<file path="config.mk">
export PLATFORM = sky130hd
export DESIGN_NAME = mux_bus_ctrl
export DESIGN_NICKNAME = d
export VERILOG_FILES = /design/src/rtl/mbc_pkg.sv /design/src/rtl/mbc_control.sv /design/src/rtl/mbc_datapath.sv /design/src/rtl/mux_bus_ctrl.sv
export SDC_FILE = /design/constraint.sdc
export NUM_CORES = 1
export LEC_CHECK = 0
export BUFFER_PORTS_ARGS = -buffer_cell sky130_fd_sc_hd__clkbuf_2
export CORE_MARGIN = 3
export CORE_UTILIZATION = 47
export CTS_BUF_LIST = sky130_fd_sc_hd__clkbuf_4
export DETAILED_ROUTE_END_ITERATION = 16
export GPL_TIMING_DRIVEN = 0
export HOLD_SLACK_MARGIN = 0.1
export PLACE_DENSITY = 0.76
export SLEW_MARGIN = 10
export SYNTH_ARGS = -nofsm -noshare
export SYNTH_HDL_FRONTEND = slang
export SYNTH_SLANG_ARGS = --single-unit
</file>
<file path="constraint.sdc">
create_clock -name clk -period 1.7 [get_ports clk]
set_input_delay 0.17 -clock clk [delete_from_list [all_inputs] [get_ports clk]]
set_output_delay 0.17 -clock clk [all_outputs]
set_load 0.02 [all_outputs]
</file>
<file path="src/rtl/mbc_pkg.sv">
package mbc_pkg;

  typedef enum logic [2:0] {
    ST_IDLE,
    ST_SETUP,
    ST_ADDR,
    ST_ADDR_HOLD,
    ST_FLOAT,
    ST_DS_ACTIVE,
    ST_DS_END,
    ST_RECOVER
  } busState_e;

  // Strobes from the sequencer to the datapath
  typedef struct packed {
    logic latchReq;   // capture request fields this edge
    logic driveAddr;  // address on the shared lines
    logic driveData;  // write data on the shared lines
    logic capture;    // sample read data this edge
    logic done;       // completion clock
    logic inCycle;    // a cycle is in progress
  } busStrobe_t;

endpackage

</file>
<file path="src/rtl/mbc_control.sv">
module mbc_control
  import mbc_pkg::*;
#(
  parameter int AS_LOW_CYC    = 1,
  parameter int ADDR_HOLD_CYC = 1,
  parameter int DS_RD_CYC     = 4,
  parameter int DS_WR_CYC     = 2,
  parameter int EXT_CYC       = 2,
  parameter int RECOVER_CYC   = 1
) (
  input  logic       clk,
  input  logic       rstN,
  input  logic       reqValid,
  input  logic       reqWrite,
  input  logic       extTiming,
  output logic       reqReady,
  output logic       asN,
  output logic       dsN,
  output busStrobe_t strobes
);

  localparam int MAX_DS  = ((DS_RD_CYC > DS_WR_CYC) ? DS_RD_CYC : DS_WR_CYC) + EXT_CYC;
  localparam int MAX_PH  = MAX_DS + AS_LOW_CYC + ADDR_HOLD_CYC + RECOVER_CYC;
  localparam int CNT_W   = $clog2(MAX_PH + 1);

  busState_e        state;
  logic [CNT_W-1:0] phaseCnt;
  logic             wrQ;
  logic             extQ;
  logic [CNT_W-1:0] dsLen;
  logic             cntZero;

  always_comb begin
    dsLen = (wrQ ? CNT_W'(DS_WR_CYC) : CNT_W'(DS_RD_CYC))
          + (extQ ? CNT_W'(EXT_CYC) : CNT_W'(0));
  end

  assign cntZero = (phaseCnt == '0);

  always_ff @(posedge clk or negedge rstN) begin
    if (!rstN) begin
      state    <= ST_IDLE;
      phaseCnt <= '0;
      wrQ      <= 1'b0;
      extQ     <= 1'b0;
    end else begin
      case (state)
        ST_IDLE: begin
          if (reqValid) begin
            wrQ   <= reqWrite;
            extQ  <= extTiming;
            state <= ST_SETUP;
          end
        end
        ST_SETUP: begin
          state    <= ST_ADDR;
          phaseCnt <= CNT_W'(AS_LOW_CYC - 1);
        end
        ST_ADDR: begin
          if (cntZero) begin
            state    <= ST_ADDR_HOLD;
            phaseCnt <= CNT_W'(ADDR_HOLD_CYC - 1);
          end else begin
            phaseCnt <= phaseCnt - 1'b1;
          end
        end
        ST_ADDR_HOLD: begin
          if (cntZero) state <= ST_FLOAT;
          else         phaseCnt <= phaseCnt - 1'b1;
        end
        ST_FLOAT: begin
          state    <= ST_DS_ACTIVE;
          phaseCnt <= dsLen - 1'b1;
        end
        ST_DS_ACTIVE: begin
          if (cntZero) state <= ST_DS_END;
          else         phaseCnt <= phaseCnt - 1'b1;
        end
        ST_DS_END: begin
          state    <= ST_RECOVER;
          phaseCnt <= CNT_W'(RECOVER_CYC - 1);
        end
        ST_RECOVER: begin
          if (cntZero) state <= ST_IDLE;
          else         phaseCnt <= phaseCnt - 1'b1;
        end
        default: state <= ST_IDLE;
      endcase
    end
  end

  always_comb begin
    reqReady          = (state == ST_IDLE);
    asN               = (state != ST_ADDR);
    dsN               = (state != ST_DS_ACTIVE);
    strobes.latchReq  = (state == ST_IDLE) && reqValid;
    strobes.driveAddr = (state == ST_SETUP) || (state == ST_ADDR) || (state == ST_ADDR_HOLD);
    strobes.driveData = wrQ && ((state == ST_FLOAT) || (state == ST_DS_ACTIVE)
                                || (state == ST_DS_END));
    strobes.capture   = (state == ST_DS_ACTIVE) && cntZero && !wrQ;
    strobes.done      = (state == ST_DS_END);
    strobes.inCycle   = (state != ST_IDLE);
  end

  // strobes never overlap
  assert_strobe_overlap_R10: assert property (@(posedge clk) disable iff (!rstN)
    !(!asN && !dsN));

  // completion is a single-clock pulse
  assert_done_pulse_R6: assert property (@(posedge clk) disable iff (!rstN)
    strobes.done |=> !strobes.done);

  // address strobe stays high for a recovery gap after data strobe rises
  assert_recover_gap_R9: assert property (@(posedge clk) disable iff (!rstN)
    $rose(dsN) |-> asN ##1 asN);

endmodule

</file>
<file path="src/rtl/mbc_datapath.sv">
module mbc_datapath
  import mbc_pkg::*;
#(
  parameter int ADDR_W = 16,
  parameter int DATA_W = 8,
  parameter int BUS_W  = 16
) (
  input  logic              clk,
  input  logic              rstN,
  input  busStrobe_t        strobes,
  input  logic [ADDR_W-1:0] reqAddr,
  input  logic [DATA_W-1:0] reqWdata,
  input  logic              reqWrite,
  input  logic              reqDataSpace,
  input  logic [DATA_W-1:0] busIn,
  output logic [BUS_W-1:0]  busOut,
  output logic              busOe,
  output logic              rwN,
  output logic              dmN,
  output logic [DATA_W-1:0] rspRdata
);

  logic [ADDR_W-1:0] addrQ;
  logic [DATA_W-1:0] wdataQ;
  logic              writeQ;
  logic              spaceQ;
  logic [DATA_W-1:0] rdataQ;
  logic [BUS_W-1:0]  addrBus;
  logic [BUS_W-1:0]  wdataBus;

  generate
    if (BUS_W > DATA_W) begin : g_wpad
      assign wdataBus = {{(BUS_W-DATA_W){1'b0}}, wdataQ};
    end else begin : g_wfull
      assign wdataBus = wdataQ;
    end
    if (BUS_W > ADDR_W) begin : g_apad
      assign addrBus = {{(BUS_W-ADDR_W){1'b0}}, addrQ};
    end else begin : g_afull
      assign addrBus = addrQ;
    end
  endgenerate

  always_ff @(posedge clk or negedge rstN) begin
    if (!rstN) begin
      addrQ  <= '0;
      wdataQ <= '0;
      writeQ <= 1'b0;
      spaceQ <= 1'b0;
      rdataQ <= '0;
    end else begin
      if (strobes.latchReq) begin
        addrQ  <= reqAddr;
        wdataQ <= reqWdata;
        writeQ <= reqWrite;
        spaceQ <= reqDataSpace;
      end
      if (strobes.capture) rdataQ <= busIn;
    end
  end

  always_comb begin
    busOe    = strobes.driveAddr || strobes.driveData;
    busOut   = strobes.driveAddr ? addrBus : (strobes.driveData ? wdataBus : '0);
    rwN      = strobes.inCycle ? ~writeQ : 1'b1;
    dmN      = strobes.inCycle ? ~spaceQ : 1'b1;
    rspRdata = rdataQ;
  end

  // address and write data are never requested together
  assert_drive_exclusive_R3: assert property (@(posedge clk) disable iff (!rstN)
    !(strobes.driveAddr && strobes.driveData));

endmodule

</file>
<file path="src/rtl/mux_bus_ctrl.sv">
module mux_bus_ctrl
  import mbc_pkg::*;
#(
  parameter int ADDR_W        = 16,
  parameter int DATA_W        = 8,
  parameter int AS_LOW_CYC    = 1,
  parameter int ADDR_HOLD_CYC = 1,
  parameter int DS_RD_CYC     = 4,
  parameter int DS_WR_CYC     = 2,
  parameter int EXT_CYC       = 2,
  parameter int RECOVER_CYC   = 1,
  localparam int BUS_W        = (ADDR_W > DATA_W) ? ADDR_W : DATA_W
) (
  input  logic              clk,
  input  logic              rstN,
  input  logic              reqValid,
  output logic              reqReady,
  input  logic [ADDR_W-1:0] reqAddr,
  input  logic [DATA_W-1:0] reqWdata,
  input  logic              reqWrite,
  input  logic              reqDataSpace,
  input  logic              extTiming,
  output logic              rspDone,
  output logic [DATA_W-1:0] rspRdata,
  output logic [BUS_W-1:0]  busOut,
  output logic              busOe,
  input  logic [DATA_W-1:0] busIn,
  output logic              asN,
  output logic              dsN,
  output logic              rwN,
  output logic              dmN
);

  busStrobe_t strobes;

  mbc_control #(
    .AS_LOW_CYC(AS_LOW_CYC), .ADDR_HOLD_CYC(ADDR_HOLD_CYC),
    .DS_RD_CYC(DS_RD_CYC), .DS_WR_CYC(DS_WR_CYC),
    .EXT_CYC(EXT_CYC), .RECOVER_CYC(RECOVER_CYC)
  ) u_ctrl (
    .clk(clk), .rstN(rstN), .reqValid(reqValid), .reqWrite(reqWrite),
    .extTiming(extTiming), .reqReady(reqReady), .asN(asN), .dsN(dsN),
    .strobes(strobes)
  );

  mbc_datapath #(.ADDR_W(ADDR_W), .DATA_W(DATA_W), .BUS_W(BUS_W)) u_dp (
    .clk(clk), .rstN(rstN), .strobes(strobes), .reqAddr(reqAddr),
    .reqWdata(reqWdata), .reqWrite(reqWrite), .reqDataSpace(reqDataSpace),
    .busIn(busIn), .busOut(busOut), .busOe(busOe), .rwN(rwN), .dmN(dmN),
    .rspRdata(rspRdata)
  );

  assign rspDone = strobes.done;

  // never drive against returning read data
  assert_read_float_R7: assert property (@(posedge clk) disable iff (!rstN)
    (!dsN && rwN) |-> !busOe);

  // address already on the lines the clock before the strobe falls
  assert_addr_setup_R2: assert property (@(posedge clk) disable iff (!rstN)
    $fell(asN) |-> $past(busOe));

  // direction and space hold across the data strobe and just after
  assert_rw_dm_hold_R8: assert property (@(posedge clk) disable iff (!rstN)
    !dsN |=> ($stable(rwN) && $stable(dmN)));

endmodule

</file>
# Yosys cells after proc, flatten, opt, wreduce, memory -nomap -nowiden
# Index checks and enable logic that the tools add are counted.
# totals
reg_bits	43
inputBits	38
output_inout_bits	31
elab_cells	63
# op_classes
addsub	3
n_eq_ne	15
muxes	15
bitwise_logic	2
n_reduce_logical	19
# ops
op	n
$pmux 3 s8	1
$mux 3	6
$mux 16	1
$pmux 4 s4	1
$eq 3x3->1 const B	4
$mux 4	2
$mux 8	1
$ne 2x1->1 const B	4
$sub 4x1->4 const B	2
$eq 3x2->1 const B	2
$logic_or 1x1->1	5
$reduce_and 5->1	1
$add 4x4->4	1
$logic_and 1x1->1	4
$logic_not 4->1	1
$ne 2x2->1 const B	2
$reduce_and 2->1	2
$reduce_bool 4->1	1
$eq 3x1->1 const B	1
$logic_not 3->1	1
$ne 3x2->1 const B	1
$ne 3x3->1 const B	1
$reduce_bool 3->1	1
$reduce_or 3->1	1
5 further kinds	7

# Longest topological paths before layout
# depth
depth_word	6
mapped_depth	7
mapped_depth_nobuf	6

# By module
# Synthesis repeated with hierarchy kept, for this count alone.
# unflattened
cells_unflattened	169
hier_area_um2	2162.1
# modules_own_cells
mod	n_inst	cells_each	area_per_inst_um2	seq_area_each_um2
mbc_datapath	1	97	1525.2	850.8
mbc_control	1	72	636.9	225.2

# Worst setup path after synthesis
# OpenSTA, ideal clock, no wires.
# synth_timing
path_kind	flip-flop to flip-flop
startpoint	reg u_ctrl.phaseCnt[0]
endpoint	reg u_dp.rdataQ[0], in the netlist u_dp.rspRdata[0]
setup_ns	0.125
t_arrival_ns	1.683
t_required_ns	1.575
setup_slack_ns	-0.108
path_stages_with_launch	7
n_path_buf	1
synth_period_minus_slack_ns	1.808
cell_sequence	dfrtp_1 inv_1 ha_1 nand4bb_4 or4_1 buf_6 mux2_4
# synth_via
elab_chain_len	3
# synth_rtl
element	line_no	rtl
start: declaration	mbc_control.sv:27	logic [CNT_W-1:0] phaseCnt;
start signal: assignment	mbc_control.sv:57	phaseCnt <= CNT_W'(AS_LOW_CYC - 1);
start signal: assignment	mbc_control.sv:62	phaseCnt <= CNT_W'(ADDR_HOLD_CYC - 1);
start signal: assignment	mbc_control.sv:64	phaseCnt <= phaseCnt - 1'b1;
$logic_not 4->1	mbc_control.sv:38	assign cntZero = (phaseCnt == '0);
$logic_and 1x1->1 (2 in a row)	mbc_control.sv:100	strobes.capture = (state == ST_DS_ACTIVE) && cntZero && !wrQ;
end signal: assignment	mbc_datapath.sv:58	if (strobes.capture) rdataQ <= busIn;
end: declaration	mbc_datapath.sv:27	logic [DATA_W-1:0] rdataQ;
# No other way between the ends.
# A chain may end at the register's enable or synchronous reset.

# Worst setup path after layout
# layout_timing
startpoint	reg u_ctrl.state[1]
endpoint	out busOut[7]
# layout_via
elab_chain_len	6
word_cells_on_any_way	13
classes_between	eq/ne (6); mux (2); reduce/logical (5)
# layout_rtl
element	line_no	rtl
start: declaration	mbc_control.sv:26	busState_e state;
start signal: assignment	mbc_control.sv:42	state <= ST_IDLE;
start signal: assignment	mbc_control.sv:52	state <= ST_SETUP;
start signal: assignment	mbc_control.sv:56	state <= ST_ADDR;
$eq 3x3->1	mbc_control.sv:98	strobes.driveData = wrQ && ((state == ST_FLOAT) || (state == ST_DS_ACTIVE)
$logic_or 1x1->1	mbc_control.sv:98	
$logic_or 1x1->1	mbc_control.sv:99	|| (state == ST_DS_END));
$logic_and 1x1->1	mbc_control.sv:98	
$mux 8	mbc_datapath.sv:64	busOut = strobes.driveAddr ? addrBus : (strobes.driveData ? wdataBus : '0);
$mux 16 *	mbc_datapath.sv:64	
end: declaration	mux_bus_ctrl.sv:25	output logic [BUS_W-1:0] busOut,
# Mark *: on every way between the ends. The rest lies on a longest branch, timed or not.

==> summary.md <==
| Metric | Value |
|---|---|
| Run status | finished, violations left |
| Failing checks | negative setup slack |
| Gpl congestion | around 0.84 |
| Top cell type's share of synthesized area | between 50 and 60% |
| Routed WL | roughly 6200 um |
| Post-synthesis net count | approximately 210 |
| WL met3 | 398 um |
| DP HPWL | 3120 um |
| Final nets | 343 |
| Ys Warns | 0 |
| Slew Limit Fails | 0 |
| Final Cycle Share | 107% |
| Power per cell area | around 2000 nW/um2 |
| Share of cells above drive strength 1 | between 50% and 60% |
| Final setup margin | -112 ps |
| Class of the worst hold path | in -> reg |
| Ranking of synthesized cells by area | dfrtp_1 (51%), mux2_2 (14%), mux2_4 (5.8%) |
| Synth Flop Type | dfrtp_1 |
| Ys async rst share | 100% |
| DR vias/cell | ~5.3 |
| Syn Inst Count | roughly 170 |
| Initial antenna violation count | 0 |
| Final Skew | between 20 and 25 ps |
| Multi-input logic area | 1030 um2 |
| Critical Path AT | about 1600 ps |
| Pleak | roughly 0.0016 uW |
| First-pass GRT wire length | a little over 9000 um |
| Final Instance Area | roughly 3400 um2 |
| Clk sinks | 42 |
| Die H | about 72 um |
| Clk buf depth | 2 |
| Critical path fanouts, max | 9 |
| H-tree depth | 2 |
| CTS tree | built |
| Antenna-violating nets left | 0 |
| Clk slew on worst S/H paths | 120 ps |
| Max VDD drop | 1.09 mV |
| Vias post-DR | around 1,900 |
| Routed len/inst | 17.5 um |
| Root Buffer | clkbuf_4 |
| Max-Cap Viols | 0 |
| Placement Setup Slack | -347 ps |
| Main combinational cell family by area after synthesis | multiplexers |
| Post-synthesis mux area share | between 20% and 30% |
| Post-synth EDFFs | 0 |
| Minimum clock period | 1810 ps |
| Adder-Cell Fraction of Synth Area | 2.42% |
| Most frequent cells in the layout | clkbuf_2 (47), dfrtp_1 (41), dlygate4sd3_1 (36) |
| Setup TNS Final | -2380 ps |
| Die ar. | between 5000 and 6000 um2 |
| Yosys top cell by area | dfrtp_1 |
| # fillers | 198 |
| IO Count | 69 |
| Syn Std Cell Area | between 2000 and 2500 um2 |
| Area post-placement | roughly 2500 um2 |
| Met1 Wirelength | around 2500 um |
| Crit end category | primary output |
| Count of cell types in the netlist | 35 |
| Worst EP required | roughly 1500 ps |
| Core box area | between 4000 and 5000 um2 |
| TritonCTS Buffers | 5 |
| Register area share after synthesis | 50.9% |
| Flops & latches, synth | 42 |
| Xor/xnor cell area share of the yosys netlist | less than 1% |
| FP Rows | 23 |
| Compound-Gate Fraction of Synth Area | 11.1% |
| Unrepaired setup endpoints after global routing | true |
| Antenna fix cells | 0 |
| Maximum number of pins on one net before global-route repair | 43 |
| Worst Setup Start Kind | flip-flop |
| Gr usage total | about a quarter |
| Final hold vios | 0 |
| PortBufs | 68 |
| DRT Pass-1 Iters | 4 |
| Worst-Margin Slew | 1020 ps |
| Area delta synth->final | 65.0% |
| Drt drc | 0 |
| Effective utilization at floorplan | between 50 and 60% |
| Reg area | 1050 um2 |
| Most common cell after layout, fill and taps aside | clkbuf_2 |
| Slew margin rel. | between 30% and 40% |
| Initial drt markers | 161 |
| Die W | roughly 72 um |
| Worst Setup Path Type | reg -> out |
| GRT Residual Overflow | 0 |
| Fmax | 0.552 GHz |
| Finish-stage setup viols | between 40 and 50 |
| Post-synthesis simple-gate area fraction | 10.9% |
| Top Layer Used | met4 |
| Vias in the first global route | around 1,900 |
| Clock latency on the worst-skew pair | between 300 and 400 ps |
| Routed wl met2 | roughly 3000 um |
| Synthesized area per cell | between 10 and 15 um2 |
==> through the flow <==
stage               power [uW]  hold WS [ps]  util, %  cells
CTS                       6200           208     79.1    341
global placement          4620           377     60.3    287
floorplan                 3870          -126        -    169
detailed placement        4660           385     60.3    287
finish                    6780           242     82.8    352
global route              7170           252     82.8    352
==> critical path, stage by stage (launching register included) <==
cell,delay [ps]
dfrtp_1,390
buf_6,140
a211oi_4,270
buf_12,160
a22o_1,160
clkbuf_8,160
==> synthesized netlist by cell type (all sizes together) (2+ instances only) <==
| library cell | number |
|---|---|
| a21oi | 5 |
| o22ai | 2 |
| nor2b | 2 |
| nor2 | 4 |
| ha | 4 |
| inv | 8 |
| o21ai | 10 |
| o31ai | 2 |
| nand2 | 8 |
| clkbuf | 3 |
| or2 | 2 |
| or3 | 3 |
| and3 | 2 |
| a22o | 8 |
| buf | 7 |
| and2 | 8 |
| dfrtp | 42 |
| nand3 | 3 |
| mux2 | 34 |
==> metal layers <==
layer / vias to the layer above / GRT usage (%)
met4: 0 / 12.9
met3: 27 / 6.37
met1: 890 / 27.8
met2: 82 / 39.0
li1: 863 / -
met5: - / 0
==> where the power goes <==
part	internal, uW	leakage [uW]	switching, uW	total (uW)
clock	172	0.0000331	319	491
sequential	1500	0.000503	309	1810
combinational	2440	0.00110	2040	4470
==> cell families (layout without fill, tap and decap cells) <==
group | count (synthesis) | after routing
xor+xnor | 1 | 1
compound gates | 33 | 33
fa+ha+maj | 4 | 4
simple gates | 37 | 37
buf+inv | 18 | 151
flops | 42 | 42
mux | 34 | 34
==> flip-flops by register name, summed over array words and instances, names as in the netlist <==
signal	count
u_ctrl.extQ	1
u_ctrl.state	3
u_dp.wdataQ	8
u_dp.writeQ	1
u_ctrl.phaseCnt	4
u_dp.spaceQ	1
u_dp.addrBus	16
u_dp.rspRdata	8
==> what timing repair did <==
item,in CTS,in global routing
gates resized for setup,74,23
endpoints found under the hold margin,77,0
buffers inserted,10,11
pin swaps,19,4
endpoints found under the setup margin,39,48
hold buffers,36,0
cloned,1,0
==> path summary, 6_finish.rpt <==
check | start | to | slack [ps] | cells past startpoint
hold / removal | reqValid | u_ctrl.state[0]$_DFFE_PN0P_ | 240 | 4
setup reg to reg | u_ctrl.state[1]$_DFFE_PN0P_ | u_dp.addrBus[2]$_DFFE_PN0P_ | -100 | 6
setup / recovery | u_ctrl.state[1]$_DFFE_PN0P_ | busOut[7] | -110 | 5
min in group asynchronous | rstN | u_dp.rspRdata[5]$_DFFE_PN0P_ | 520 | 2
max in group asynchronous | rstN | u_ctrl.phaseCnt[0]$_DFFE_PN0P_ | 500 | 2
hold reg to reg | u_dp.addrBus[14]$_DFFE_PN0P_ | u_dp.addrBus[14]$_DFFE_PN0P_ | 520 | 1
==> cell type report <==
class / instances / share of cell area [%]
Inverter: 8 / 0.881
Buffer: 9 / 2.94
Multi-Input combinational cell: 109 / 30.2
Clock inverter: 2 / 0.257
Tap cell: 50 / 1.84
Clock buffer: 6 / 1.32
Timing Repair Buffer: 126 / 31.7
Sequential cell: 42 / 30.9
(Power assumes the default switching activity.)
